--- src/rtl/link_bist_pkg.sv ---
package link_bist_pkg;

  localparam int CTRL_W = 8;

  // output gating code that keeps receiver outputs live during a session
  localparam logic [1:0] OUT_MODE_LIVE = 2'b10;

  typedef struct packed {
    logic [1:0] out_mode;   // [7:6]
    logic [2:0] spare;      // [5:3]
    logic [1:0] clk_code;   // [2:1]
    logic       run;        // [0]
  } bist_ctrl_t;

endpackage

--- src/rtl/link_bist_rst_sync.sv ---
module link_bist_rst_sync #(
  parameter int STAGES = 2
) (
  input  logic clk,
  input  logic arst_n,
  output logic srst_n
);
  logic [STAGES-1:0] sync_q;

  always_ff @(posedge clk or negedge arst_n) begin
    if (!arst_n) sync_q <= '0;
    else         sync_q <= {sync_q[STAGES-2:0], 1'b1};
  end

  assign srst_n = sync_q[STAGES-1];
endmodule

--- src/rtl/link_bist_ctrl_reg.sv ---
module link_bist_ctrl_reg
  import link_bist_pkg::*;
(
  input  logic              clk,
  input  logic              rst_n,
  input  logic              wr,
  input  logic [CTRL_W-1:0] wdata,
  output bist_ctrl_t        ctrl_q,
  output logic              active_q,
  output logic              start,
  output logic [1:0]        clk_code_q
);
  bist_ctrl_t ctrl_d;
  logic       active_d;
  logic [1:0] clk_code_d;
  logic       ctrl_en;

  assign ctrl_en = wr;
  assign start   = ctrl_q.run & ~active_q;

  always_comb begin
    ctrl_d     = ctrl_q;
    if (ctrl_en) ctrl_d = bist_ctrl_t'(wdata);
    active_d   = ctrl_q.run;
    clk_code_d = clk_code_q;
    if (start) clk_code_d = ctrl_q.clk_code;
  end

  always_ff @(posedge clk or negedge rst_n) begin
    if (!rst_n) begin
      ctrl_q     <= '0;
      active_q   <= 1'b0;
      clk_code_q <= '0;
    end else begin
      if (ctrl_en) ctrl_q <= ctrl_d;
      active_q <= active_d;
      if (start) clk_code_q <= clk_code_d;
    end
  end
endmodule

--- src/rtl/link_bist_err_counter.sv ---
module link_bist_err_counter #(
  parameter int CNT_W = 8
) (
  input  logic             clk,
  input  logic             rst_n,
  input  logic             start,
  input  logic             active,
  input  logic             data_err,
  input  logic             rx_lock,
  output logic [CNT_W-1:0] count
);
  localparam logic [CNT_W-1:0] SAT_MAX   = {{(CNT_W-1){1'b1}}, 1'b0};
  localparam logic [CNT_W-1:0] LOST_CODE = {CNT_W{1'b1}};

  logic [CNT_W-1:0] cnt_q, cnt_d;
  logic             lost_q, lost_d;
  logic             upd_en;

  assign upd_en = start | active;

  always_comb begin
    cnt_d  = cnt_q;
    lost_d = lost_q;
    if (start) begin
      cnt_d  = '0;
      lost_d = 1'b0;
    end else if (active) begin
      if (!rx_lock) lost_d = 1'b1;
      if (data_err && (cnt_q < SAT_MAX)) cnt_d = cnt_q + 1'b1;
    end
  end

  always_ff @(posedge clk or negedge rst_n) begin
    if (!rst_n) begin
      cnt_q  <= '0;
      lost_q <= 1'b0;
    end else if (upd_en) begin
      cnt_q  <= cnt_d;
      lost_q <= lost_d;
    end
  end

  assign count = lost_q ? LOST_CODE : cnt_q;
endmodule

--- src/rtl/link_bist_out_gate.sv ---
module link_bist_out_gate
  import link_bist_pkg::*;
(
  input  logic       active,
  input  logic [1:0] out_mode,
  input  logic       data_err,
  input  logic       pgen_en,
  output logic       pass,
  output logic       out_en,
  output logic       video_idle
);
  logic live;

  always_comb begin
    live       = (out_mode == OUT_MODE_LIVE);
    pass       = ~(active & data_err);
    out_en     = ~active | live;
    video_idle = active & live & ~pgen_en;
  end
endmodule

--- src/rtl/link_bist_ctrl.sv ---
module link_bist_ctrl
  import link_bist_pkg::*;
#(
  parameter int CNT_W = 8
) (
  input  logic              clk,
  input  logic              rst_n,
  input  logic              ctrl_wr,
  input  logic [CTRL_W-1:0] ctrl_wdata,
  input  logic              data_err,
  input  logic              rx_lock,
  input  logic              pgen_en,
  output logic [CTRL_W-1:0] ctrl_rdata,
  output logic              bist_active,
  output logic [CNT_W-1:0]  err_count,
  output logic              pass,
  output logic              out_en,
  output logic              video_idle,
  output logic [1:0]        remote_clk_sel,
  output logic              remote_clk_int
);
  logic       srst_n;
  bist_ctrl_t ctrl_q;
  logic       active_q;
  logic       start_pulse;
  logic [1:0] clk_code_q;

  link_bist_rst_sync #(.STAGES(2)) u_rst (
    .clk    (clk),
    .arst_n (rst_n),
    .srst_n (srst_n)
  );

  link_bist_ctrl_reg u_reg (
    .clk        (clk),
    .rst_n      (srst_n),
    .wr         (ctrl_wr),
    .wdata      (ctrl_wdata),
    .ctrl_q     (ctrl_q),
    .active_q   (active_q),
    .start      (start_pulse),
    .clk_code_q (clk_code_q)
  );

  link_bist_err_counter #(.CNT_W(CNT_W)) u_cnt (
    .clk      (clk),
    .rst_n    (srst_n),
    .start    (start_pulse),
    .active   (active_q),
    .data_err (data_err),
    .rx_lock  (rx_lock),
    .count    (err_count)
  );

  link_bist_out_gate u_gate (
    .active     (active_q),
    .out_mode   (ctrl_q.out_mode),
    .data_err   (data_err),
    .pgen_en    (pgen_en),
    .pass       (pass),
    .out_en     (out_en),
    .video_idle (video_idle)
  );

  assign ctrl_rdata     = ctrl_q;
  assign bist_active    = active_q;
  assign remote_clk_sel = clk_code_q;
  assign remote_clk_int = |clk_code_q;
endmodule

--- config.mk ---
export PLATFORM = sky130hd
export DESIGN_NAME = link_bist_ctrl
export DESIGN_NICKNAME = d
export VERILOG_FILES = /design/src/rtl/link_bist_pkg.sv /design/src/rtl/link_bist_rst_sync.sv /design/src/rtl/link_bist_ctrl_reg.sv /design/src/rtl/link_bist_err_counter.sv /design/src/rtl/link_bist_out_gate.sv /design/src/rtl/link_bist_ctrl.sv
export SDC_FILE = /design/constraint.sdc
export NUM_CORES = 1
export LEC_CHECK = 0
export ABC_AREA = 1
export CORE_MARGIN = 2
export CORE_UTILIZATION = 44
export CTS_CLUSTER_SIZE = 16
export DETAILED_ROUTE_END_ITERATION = 12
export PLACE_DENSITY = 0.77
export SYNTH_ARGS = -nofsm -noshare
export SYNTH_HDL_FRONTEND = slang
export SYNTH_SLANG_ARGS = --single-unit
--- constraint.sdc ---
create_clock -name clk -period 1.3 [get_ports clk]
set_clock_uncertainty 0.05 [all_clocks]
set_input_delay 0.39 -clock clk [delete_from_list [all_inputs] [get_ports clk]]
set_output_delay 0.39 -clock clk [all_outputs]
set_load 0.01 [all_outputs]
==> flow_summary.json <==
{
  "clk_path_buf_depth": 2,
  "outcome": "complete, but fails checks",
  "root_buffer": "clkbuf_4",
  "worstSetupPathType": "register to primary output",
  "crit_required_ns": 0.86,
  "p_leak_nw": 0.973,
  "p_per_area_mw_per_mm2": 1170,
  "first_pass_iters": 4,
  "regArea_sq_um": 552,
  "final_cells": 221,
  "cts_made_buffers": 3,
  "synth_fp_nets": 135,
  "ioPinCount": 37,
  "hp-class": "register to asynchronous set/reset pin",
  "grt_overflow": 0,
  "period_needed_ns": 1.66,
  "hpwl_um": 2070,
  "core-area_sq_mm": 0.00243,
  "port_buffers": 36,
  "holdWs_ns": 0.155,
  "cap_violations": 0,
  "ant_nets": 0,
  "grt_pass1_vias": 1050,
  "vias": 1101,
  "row_count": 18,
  "fill_cells": 157,
  "path_clk_slew_ns": 0.13,
  "busiest_layer": "met2",
  "use_met2_pct": 38.2,
  "grt_max_degree": 21,
  "rsz0062_at_grt": "true",
  "final_nets": 207,
  "final_area_sq_mm": 0.00188,
  "drive_above_1_share_pct": 50.8,
  "diodes": 0,
  "grt_usage_pct": 22.6,
  "place_area_sq_mm": 0.00167,
  "hold_buffers": 0,
  "grt_pass1_wl_um": 4650,
  "fp.dieH_um": 54.3,
  "syn_area_sq_mm": 0.00111,
  "insertion_delay_ns": 0.31,
  "setup_ws_ns": -0.364,
  "multi_input_area_sq_um": 547,
  "final.period_utilization_pct": 128,
  "max_freq_mhz": 601,
  "reg2regPathDepth": 7,
  "dr.first_iter.drc_count": 10,
  "finalSetupViolCount": 22,
  "vdd_ir_drop_max_mv": 0.873,
  "synthDistinctLibCells": 28,
  "ys_warn_count": 0,
  "drv_slew": 0,
  "r2r-start": "u_reg.active_q",
  "critPathLaunch": "u_cnt.lost_q",
  "die_area_sq_mm": 0.00295,
  "synth.yosys.seq_area_share_pct": 49.5,
  "grt_use_met1_pct": 26.5,
  "start_util_pct": 45.7,
  "place_inst": 206,
  "endpoint_kind": "primary output",
  "critPathArrivalTime_ns": 1.22,
  "yosys_register_bits": 22,
  "antenna_found_initial": 0,
  "routed_wl_um": 3260,
  "via_per_inst": 4.98,
  "ff2ff_setup_slack_ns": -0.05,
  "cp_max_fo": 3,
  "syn_inst": 120,
  "die_x_um": 54.3,
  "cts_tree": "built",
  "violations": "negative setup slack",
  "start_kind": "register",
  "drc_errors": 0,
  "routedWlPerCell_um": 14.7,
  "clock_sinks": 22,
  "fin_util_pct": 77.3,
  "syn_avg_cell_area_sq_um": 9.27,
  "htreeDepth": 1,
  "hold_viol": 0,
  "use_met3_pct": 4.92,
  "gp_congestion": 0.836,
  "area_delta_synth_final_pct": 69.1,
  "regToRegEndpoint": "u_reg.clk_code_q[0]"
}
==> kinds of logic after synthesis <==
logic type	synth area share, %
other	0.337
buffers and inverters	8.21
flip-flops	49.5
AND/OR/NAND/NOR	29.1
adder cells (fa/ha/maj)	1.12
multiplexers	4.05
AO/OA/AOI/OAI	5.29
XOR/XNOR	2.36
==> power breakdown <==
group / leakage, nW / internal (W) / switching (W) / total, W
logic: 0.683 / 0.000584 / 0.000457 / 0.00104
clock network: 0.0150 / 0.000120 / 0.000215 / 0.000334
registers: 0.274 / 0.000771 / 0.0000616 / 0.000833
total: 0.973 / 0.00148 / 0.000734 / 0.00221
==> timing repair <==
action,CTS,global route
resized for setup,122,27
pin swaps,4,7
buffers inserted,6,8
gates cloned,0,1
endpoints found under the setup margin,25,32
==> worst max-delay path by stage <==
stage | end | slack (ns) | cells after the start
detailed placement | video_idle | -0.76 | 3
CTS | err_count[2] | -0.35 | 3
global placement | video_idle | -0.75 | 3
finish | err_count[2] | -0.36 | 3
floorplan | video_idle | 0.06 | 2
global route | err_count[2] | -0.39 | 3
==> metal layers <==
layer  part of all wire (%)  vias to the layer above
met5                      0                        -
met4                    3.3                        0
met3                    6.0                       12
met2                     55                       50
met1                     36                      519
li1                       -                      520
==> flip-flops by register name, summed over array words and instances (netlist names) <==
name and count:
u_cnt.cnt_q 8, u_reg.ctrl_q 7, u_reg.clk_code_q 2, u_rst.sync_q 2, u_cnt.lost_q 1, u_reg.active_d 1, u_reg.active_q 1
==> metrics by stage <==
| stage | total power [W] | worst slack (ns) | setup TNS (ns) |
|---|---|---|---|
| 3_3_place_gp | 0.00162 | -0.754 | -7.45 |
| 3_5_place_dp | 0.00165 | -0.757 | -8.20 |
| 2_1_floorplan | 0.00118 | 0.0604 | 0 |
| 5_1_grt | 0.00234 | -0.395 | -5.57 |
| 6_report | 0.00221 | -0.364 | -4.18 |
| 4_1_cts | 0.00205 | -0.352 | -3.80 |
==> final cells by class <==
type,instances,area share (%)
timing repair buffer,69,33.9
sequential,22,29.3
multi-input combinational,79,29.1
inverter,16,3.99
tap,30,2.00
clock buffer,4,1.40
timing repair inverter,1,0.333
==> synth_stat cells, drive strengths merged <==
cell    instances  share of area (%)
o22ai           1               0.56
nand4           2                1.1
nand3          11                5.4
inv            15                5.3
nand2          30                 14
mux2            4                4.0
nor2           10                5.2
clkinv          1               0.79
nor4            1               0.56
buf             3                2.1
conb            1               0.34
ha              1                1.1
a21oi           1               0.45
dfrtp          22                 49
or2             5                2.8
o21ai           8                3.6
xor2            3                2.4
o21bai          1               0.68
==> layout by cell type, fill, tap and decap left out, types with 2 or more instances in the layout <==
master,count
nand2_4,5
nor2_2,3
nand2_2,4
o21ai_0,4
inv_1,12
nand4_1,2
nand3_2,3
buf_6,26
clkbuf_4,3
nand3_1,8
o21ai_2,2
nor2_4,2
nor2_1,5
inv_4,2
o21ai_1,2
nand2_1,20
or2_4,4
xor2_1,2
clkdlybuf4s50_1,11
buf_2,10
dfrtp_1,21
mux2_2,4
buf_4,19
==> worst max-delay path, cell delays in order (launching register included) <==
cell     delay (ns)
dfrtp_1        0.44
buf_6          0.14
or2_4          0.22
buf_6          0.12
Power figures use the tool's default switching activity.
